## src/rtl/priv_pkg.sv

```systemverilog
package priv_pkg;

    // Privilege sequencing: both stages set, exit armed, both clear.
    typedef enum logic [1:0] {
        MODE_KERNEL = 2'd0,
        MODE_ARMED  = 2'd1,
        MODE_USER   = 2'd2
    } mode_e;

    // Tick source encoding; the values are visible on the tick_sel port.
    typedef enum logic [1:0] {
        TSRC_CYCLE = 2'd0,
        TSRC_FETCH = 2'd1,
        TSRC_EXT   = 2'd2,
        TSRC_OFF   = 2'd3
    } tsrc_e;

    typedef enum logic [1:0] {
        TMR_HOLD  = 2'd0,
        TMR_RUN   = 2'd1,
        TMR_FIRED = 2'd2
    } tmr_e;

endpackage

```

## src/rtl/pmc_mode_fsm.sv

```systemverilog
module pmc_mode_fsm
    import priv_pkg::*;
(
    input  logic clk,
    input  logic rst_n,
    input  logic vec_pull,
    input  logic op_fetch,
    input  logic pid_rd,
    output logic super_o,
    output logic super_nxt
);

    mode_e state_q;
    mode_e state_d;

    always_ff @(posedge clk) begin
        if (!rst_n) begin
            state_q <= MODE_KERNEL;
        end else begin
            state_q <= state_d;
        end
    end

    // A vector fetch overrides everything; otherwise a plain ladder.
    always_comb begin
        state_d = state_q;
        if (vec_pull) begin
            state_d = MODE_KERNEL;
        end else begin
            unique case (state_q)
                MODE_KERNEL: if (pid_rd)   state_d = MODE_ARMED;
                MODE_ARMED:  if (op_fetch) state_d = MODE_USER;
                MODE_USER:   state_d = MODE_USER;
                default:     state_d = MODE_KERNEL;
            endcase
        end
    end

    always_comb begin
        super_o   = (state_q != MODE_USER);
        super_nxt = (state_d != MODE_USER);
    end

    // a vector pull always ends in supervisor mode
    a_r2_vec_enters: assert property (@(posedge clk) disable iff (!rst_n)
        vec_pull |=> super_o);

    // supervisor mode is never entered without a vector pull
    a_r2_only_vec: assert property (@(posedge clk) disable iff (!rst_n)
        $rose(super_o) |-> $past(vec_pull));

    // leaving needs the armed stage plus an opcode fetch
    a_r3_exit_on_fetch: assert property (@(posedge clk) disable iff (!rst_n)
        $fell(super_o) |-> ($past(op_fetch) && $past(state_q == MODE_ARMED)));

    // user mode is left only by a vector pull
    a_r4_user_sticky: assert property (@(posedge clk) disable iff (!rst_n)
        (state_q == MODE_USER && !vec_pull) |=> (state_q == MODE_USER));

    // a repeated PID read while armed changes nothing
    a_r5_armed_pid_noop: assert property (@(posedge clk) disable iff (!rst_n)
        (state_q == MODE_ARMED && pid_rd && !op_fetch && !vec_pull)
            |=> (state_q == MODE_ARMED));

endmodule

```

## src/rtl/pmc_tick_sel.sv

```systemverilog
module pmc_tick_sel
    import priv_pkg::*;
#(
    parameter int SYNC_STAGES = 2
) (
    input  logic       clk,
    input  logic       rst_n,
    input  logic [1:0] tick_sel,
    input  logic       op_fetch,
    input  logic       ext_tick,
    output logic       tick_en
);

    logic ext_sync;
    logic prev_q;
    logic ext_pulse;

    generate
        if (SYNC_STAGES < 2) begin : g_single
            logic stage_q;
            always_ff @(posedge clk) begin
                if (!rst_n) stage_q <= 1'b0;
                else        stage_q <= ext_tick;
            end
            assign ext_sync = stage_q;
        end else begin : g_chain
            logic [SYNC_STAGES-1:0] chain_q;
            always_ff @(posedge clk) begin
                if (!rst_n) chain_q <= '0;
                else        chain_q <= {chain_q[SYNC_STAGES-2:0], ext_tick};
            end
            assign ext_sync = chain_q[SYNC_STAGES-1];
        end
    endgenerate

    always_ff @(posedge clk) begin
        if (!rst_n) prev_q <= 1'b0;
        else        prev_q <= ext_sync;
    end

    assign ext_pulse = ext_sync & ~prev_q;

    always_comb begin
        unique case (tsrc_e'(tick_sel))
            TSRC_CYCLE: tick_en = 1'b1;
            TSRC_FETCH: tick_en = op_fetch;
            TSRC_EXT:   tick_en = ext_pulse;
            TSRC_OFF:   tick_en = 1'b0;
            default:    tick_en = 1'b0;
        endcase
    end

    // an external edge yields a single-cycle tick
    a_r9_ext_single: assert property (@(posedge clk) disable iff (!rst_n)
        (tick_sel == 2'd2 && tick_en) |=> !(tick_sel == 2'd2 && tick_en));

endmodule

```

## src/rtl/pmc_preempt_timer.sv

```systemverilog
module pmc_preempt_timer
    import priv_pkg::*;
#(
    parameter int CNT_W = 16
) (
    input  logic             clk,
    input  logic             rst_n,
    input  logic             hold,
    input  logic             super_now,
    input  logic             tick_en,
    input  logic [CNT_W-1:0] preset,
    output logic             nmi_n
);

    localparam logic [CNT_W-1:0] CNT_ONE = CNT_W'(1);

    tmr_e             st_q, st_d;
    logic [CNT_W-1:0] cnt_q, cnt_d;
    logic             expire;

    assign expire = (cnt_q == '0) || (tick_en && cnt_q == CNT_ONE);

    always_ff @(posedge clk) begin
        if (!rst_n) begin
            st_q  <= TMR_HOLD;
            cnt_q <= preset;
        end else begin
            st_q  <= st_d;
            cnt_q <= cnt_d;
        end
    end

    always_comb begin
        st_d  = st_q;
        cnt_d = cnt_q;
        if (hold) begin
            st_d  = TMR_HOLD;
            cnt_d = preset;
        end else begin
            unique case (st_q)
                TMR_HOLD, TMR_RUN: begin
                    st_d = expire ? TMR_FIRED : TMR_RUN;
                    if (tick_en && cnt_q != '0) cnt_d = cnt_q - CNT_ONE;
                end
                TMR_FIRED: st_d = TMR_FIRED;
                default:   st_d = TMR_HOLD;
            endcase
        end
    end

    always_comb begin
        nmi_n = (st_q != TMR_FIRED);
    end

    // no interrupt request while the supervisor map is active
    a_r6_no_nmi_super: assert property (@(posedge clk) disable iff (!rst_n)
        super_now |-> nmi_n);

    // a held edge leaves the counter at the preset
    a_r6_hold_preset: assert property (@(posedge clk) disable iff (!rst_n)
        $past(hold) |-> (cnt_q == $past(preset)));

    // a fired interrupt stays asserted in user mode
    a_r10_nmi_sticky: assert property (@(posedge clk) disable iff (!rst_n)
        (!nmi_n && !hold) |=> !nmi_n);

    // the interrupt releases on the edge that restores supervisor mode
    a_r10_nmi_release: assert property (@(posedge clk) disable iff (!rst_n)
        (!nmi_n && hold) |=> nmi_n);

endmodule

```

## src/rtl/priv_mode_ctrl.sv

```systemverilog
module priv_mode_ctrl
    import priv_pkg::*;
#(
    parameter int CNT_W       = 16,
    parameter int SYNC_STAGES = 2
) (
    input  logic             clk,
    input  logic             rst_n,
    input  logic             vec_pull,
    input  logic             op_fetch,
    input  logic             pid_rd,
    input  logic [1:0]       tick_sel,
    input  logic             ext_tick,
    input  logic [CNT_W-1:0] preset,
    output logic             super_o,
    output logic             nmi_n
);

    logic super_cur;
    logic super_nxt;
    logic tick_en;
    logic hold;

    pmc_mode_fsm u_mode (
        .clk       (clk),
        .rst_n     (rst_n),
        .vec_pull  (vec_pull),
        .op_fetch  (op_fetch),
        .pid_rd    (pid_rd),
        .super_o   (super_cur),
        .super_nxt (super_nxt)
    );

    pmc_tick_sel #(.SYNC_STAGES(SYNC_STAGES)) u_tick (
        .clk      (clk),
        .rst_n    (rst_n),
        .tick_sel (tick_sel),
        .op_fetch (op_fetch),
        .ext_tick (ext_tick),
        .tick_en  (tick_en)
    );

    // Hold across both the entry edge and the exit edge.
    assign hold = super_cur | super_nxt;

    pmc_preempt_timer #(.CNT_W(CNT_W)) u_timer (
        .clk       (clk),
        .rst_n     (rst_n),
        .hold      (hold),
        .super_now (super_cur),
        .tick_en   (tick_en),
        .preset    (preset),
        .nmi_n     (nmi_n)
    );

    assign super_o = super_cur;

endmodule

```

## config.mk

```make
export PLATFORM = sky130hd
export DESIGN_NAME = priv_mode_ctrl
export DESIGN_NICKNAME = d
export VERILOG_FILES = /design/src/rtl/priv_pkg.sv /design/src/rtl/pmc_mode_fsm.sv /design/src/rtl/pmc_tick_sel.sv /design/src/rtl/pmc_preempt_timer.sv /design/src/rtl/priv_mode_ctrl.sv
export SDC_FILE = /design/constraint.sdc
export NUM_CORES = 1
export LEC_CHECK = 0
export BUFFER_PORTS_ARGS = -buffer_cell sky130_fd_sc_hd__buf_2
export CAP_MARGIN = 20
export CORE_MARGIN = 5
export CORE_UTILIZATION = 30
export DETAILED_ROUTE_END_ITERATION = 7
export PLACE_DENSITY = 0.61
export SYNTH_ARGS = -nofsm -noshare
export SYNTH_HDL_FRONTEND = slang
export SYNTH_HIERARCHICAL = 1
export SYNTH_SLANG_ARGS = --single-unit
export TNS_END_PERCENT = 5
```

## constraint.sdc

```tcl
create_clock -name clk -period 2.2 [get_ports clk]
set_input_delay 0.44 -clock clk [delete_from_list [all_inputs] [get_ports clk]]
set_output_delay 0.44 -clock clk [all_outputs]
set_load 0.02 [all_outputs]
```

==> metrics.log <==
[metrics] status: finished clean
[metrics] post-placement cell area: 1500 um^2
[metrics] post-layout instance area: 1550 um^2
[metrics] HPWL after DPL: 2020 um
[metrics] total power: 0.835 mW
[metrics] total overflow reported by the global router: 0
[metrics] kind of critical path: register to register
[metrics] overall track demand over capacity in global routing: 9.92%
[metrics] gpl congestion: 0.770
[metrics] number of instances in the synthesized netlist: 125
[metrics] Final ANT Viol Nets: 0
[metrics] Net count, final: 184
[metrics] Slew Limit Fails: 0
[metrics] area inside the core boundary: 4060 um^2
[metrics] proportion of register bits with asynchronous set or reset after synthesis: 0%
[metrics] worst path arrival time: 1.86 ns
[metrics] internal power component: 0.655 mW
[metrics] total negative slack for setup checks: 0 ns
[metrics] final hold vios: 0
[metrics] Port Buffers: 25
[metrics] total number of clock tree sinks: 23
[metrics] share of the clock period used by the worst path after layout: 83.9%
[metrics] final critical path time including I/O delays and setup: 1.85 ns
[metrics] number of enable-type register cells in the synthesized netlist: 16
[metrics] top cells by area, synth: edfxtp_1, dfxtp_1, nand2_1
[metrics] Buf+Inv Stages, Crit Path: 2
[metrics] transition time at the pin with the least slew margin: 0.467 ns
[metrics] post-detailed-routing wire length: 2540 um
[metrics] register bit count reported by yosys: 23
[metrics] WL per Instance: 12.3 um
[metrics] Power Dens Cells: 541 nW/um^2
[metrics] maximum number of pins on one net before global-route repair: 19
[metrics] GR Util met2: 15.8%
[metrics] count of TritonRoute iterations in the first routing pass: 4
[metrics] number of antenna violations at the first check in global routing: 0
[metrics] clock network fraction of design power: 30.2%
[metrics] initial drt markers: 65
[metrics] Root Buffer Master: clkbuf_8
[metrics] Area Growth Syn to Fin: 21.2%
[metrics] setup repair after global routing missed its margin: false
[metrics] endpoint required time on the critical path: 2.21 ns
[metrics] sequential-to-total area share from yosys stat: 48.7%
[metrics] endpoint type of the worst setup path: register
[metrics] highest-utilization routing layer at the global route stage: met2
[metrics] Max IR drop VDD: 0.000325 V
[metrics] via count of the first global-routing pass: 1,018
[metrics] Syn Nets: 151
[metrics] Final Setup Violations: 0
[metrics] critical path launch point type: register
[metrics] maximum cell stage delay along the critical path: 0.48 ns
[metrics] Clock Tree Buf Depth: 2
[metrics] top cell type by total area after synthesis: edfxtp_1
[metrics] leakage component of the power: 0.593 nW
[metrics] Combinational Power Share: 9.2%
[metrics] DIE AREA: 5650 um^2
[metrics] number of gates given a new drive strength after cts: 0
[metrics] reported net switching power: 0.180 mW
[metrics] kind of cell adding the most delay to the critical path: flip-flops
[metrics] via total after detailed routing: 1,012
[metrics] startpoint of the most critical hold path: ext_tick
[metrics] mean instance size in the synthesized netlist: 10.2 um^2
[metrics] Core Rows: 23
[metrics] met1 Track Usage GR: 13.5%
[metrics] launch point of the worst reg-to-reg path: u_timer/cnt_q[0]
[metrics] worst-path cell chain: inv_1 -> ha_1 -> nor3b_2 -> nand3_1 -> o21ai_0 -> nand2b_1 -> buf_4
[metrics] Post-CTS Repair Setup Buffers: 0
[metrics] Post-CTS Hold Fix Bufs: 0
[metrics] initial cell density of the core: 31.4%
[metrics] ratio of cells with drive above 1 in the final layout: 28.0%
[metrics] clock network latency to the later pin of the worst-skew pair: 0.26 ns
[metrics] worst setup timing slack at the placement stage: 0.377 ns
[metrics] # H-tree levels: 1
[metrics] Residual DRC: 0
[metrics] vertical extent of the die: 75.2 um
[metrics] Max Fanout on Critical Path: 9
[metrics] clock slew seen by the registers of the worst setup and hold paths: 0.08 ns
[metrics] wire length of the first global-routing pass: 4370 um
[metrics] sw frac: 21.6%
[metrics] fraction of post-synthesis cell area in the top cell type by area: 37.7%
[metrics] final worst clock skew: 0.00506 ns
[metrics] timing-limited maximum frequency: 0.541 GHz
[metrics] Critical Path Source: u_timer/cnt_q[0]
[metrics] most common flop cell mapped by yosys: edfxtp_1
[metrics] number of top-level pins: 26
[metrics] Ys Warns: 6
[metrics] Worst Hold Class: input port to register
[metrics] remaining max-slew budget at the tightest pin: 68.6%
[metrics] Slowest-stage cell, CP: edfxtp_1
[metrics] mapped cell area: 1270 um^2
[metrics] number of vias per cell: 4.89
[metrics] TritonCTS buffer count: 3
[metrics] Netlist cell types: 34
[metrics] smallest setup slack after layout: 0.353 ns
[metrics] Antenna Cells: 0
[metrics] max-cap violation count: 0
[metrics] TritonCTS clock tree: built
[metrics] sequential fraction of design power: 60.5%
[metrics] Die Span X: 75.2 um
[metrics] met3 routing resource usage after global routing: 3.47%
## path summary, 6_finish.rpt
kind / endpoint / slack, ns / depth (start not counted)
max reg2reg: u_timer/cnt_q[1] / 0.35 / 7
min: u_tick/g_chain.chain_q[0] / 0.40 / 2
min reg2reg: u_tick/g_chain.chain_q[1] / 0.44 / 1
max: u_timer/cnt_q[1] / 0.35 / 7
## power groups by stage
stage                     combinational [mW]  clock [mW]  sequential (mW)
final                                 0.0771       0.252            0.506
after global routing                  0.0885       0.281            0.509
after CTS                             0.0783       0.261            0.506
after detailed placement              0.0776           0            0.515
after global placement                0.0751           0            0.514
after floorplan                       0.0444           0            0.511
## cell type report
type / count / area [um^2]
timing repair buffer: 32 / 178
clock buffer: 4 / 45.0
fill: 425 / 2510
tap: 50 / 62.6
multi-input combinational: 96 / 632
sequential: 23 / 621
inverter: 2 / 7.51
## synthesized netlist by cell type (2+ instances only)
library cell  instances
o21ai_1               5
edfxtp_1             16
nand2_1              17
inv_1                 2
nand4_1               2
o21ai_0              11
xnor2_1               6
nor2b_1               2
or4_4                 2
a21oi_1               3
dfxtp_1               7
nand3_1               3
ha_1                  2
clkbuf_1              4
and2_1                3
xor2_1                7
nor2_1                4
nand2b_1              8
nor4_1                4
a21o_1                2
a211oi_2              2
## worst reg2reg max path, cell delays in order (launching register included)
cell	delay, ns
edfxtp_1	0.48
inv_1	0.09
ha_1	0.20
nor3b_2	0.21
nand3_1	0.13
o21ai_0	0.21
nand2b_1	0.10
buf_4	0.19
## cell families (layout without fill, tap and decap cells)
group | after synthesis | after routing | synth area share, %
simple gates | 55 | 55 | 26.4
compound gates | 26 | 26 | 12.3
flops | 23 | 23 | 48.7
xor+xnor | 13 | 13 | 8.93
buf+inv | 6 | 38 | 1.77
fa+ha+maj | 2 | 2 | 1.96
## flip-flops by register name (all words and copies together), names as in the netlist
name,count
u_timer/cnt_q,16
u_mode/state_q,2
u_tick/g_chain.chain_q,2
u_timer/st_q,2
u_tick/prev_q,1
## metal layers
layer / up-vias / share of wire, %
li1: 513 / -
met1: 462 / 45
met2: 35 / 46
met3: 2 / 8.6
met4: 0 / 0.35
met5: - / 0
## through the flow
stage / hold slack (ns) / cells / utilization, %
floorplan: 0.412 / 125 / -
global placement: 0.422 / 203 / 37.0
detailed placement: 0.428 / 203 / 37.0
CTS: 0.393 / 207 / 38.1
global route: 0.402 / 207 / 38.1
finish: 0.396 / 207 / 38.1
## cells in the final DEF, fill, tap and decap left out, types with 3 or more instances in the layout
cell type   n
a21oi_1     3
and2_1      3
buf_2      25
buf_4       7
clkbuf_8    3
dfxtp_1     7
edfxtp_1   16
nand2_1    17
nand2b_1    8
nand3_1     3
nor2_1      4
nor4_1      4
o21ai_0    11
o21ai_1     5
xnor2_1     6
xor2_1      7
Power figures use the tool's default switching activity.
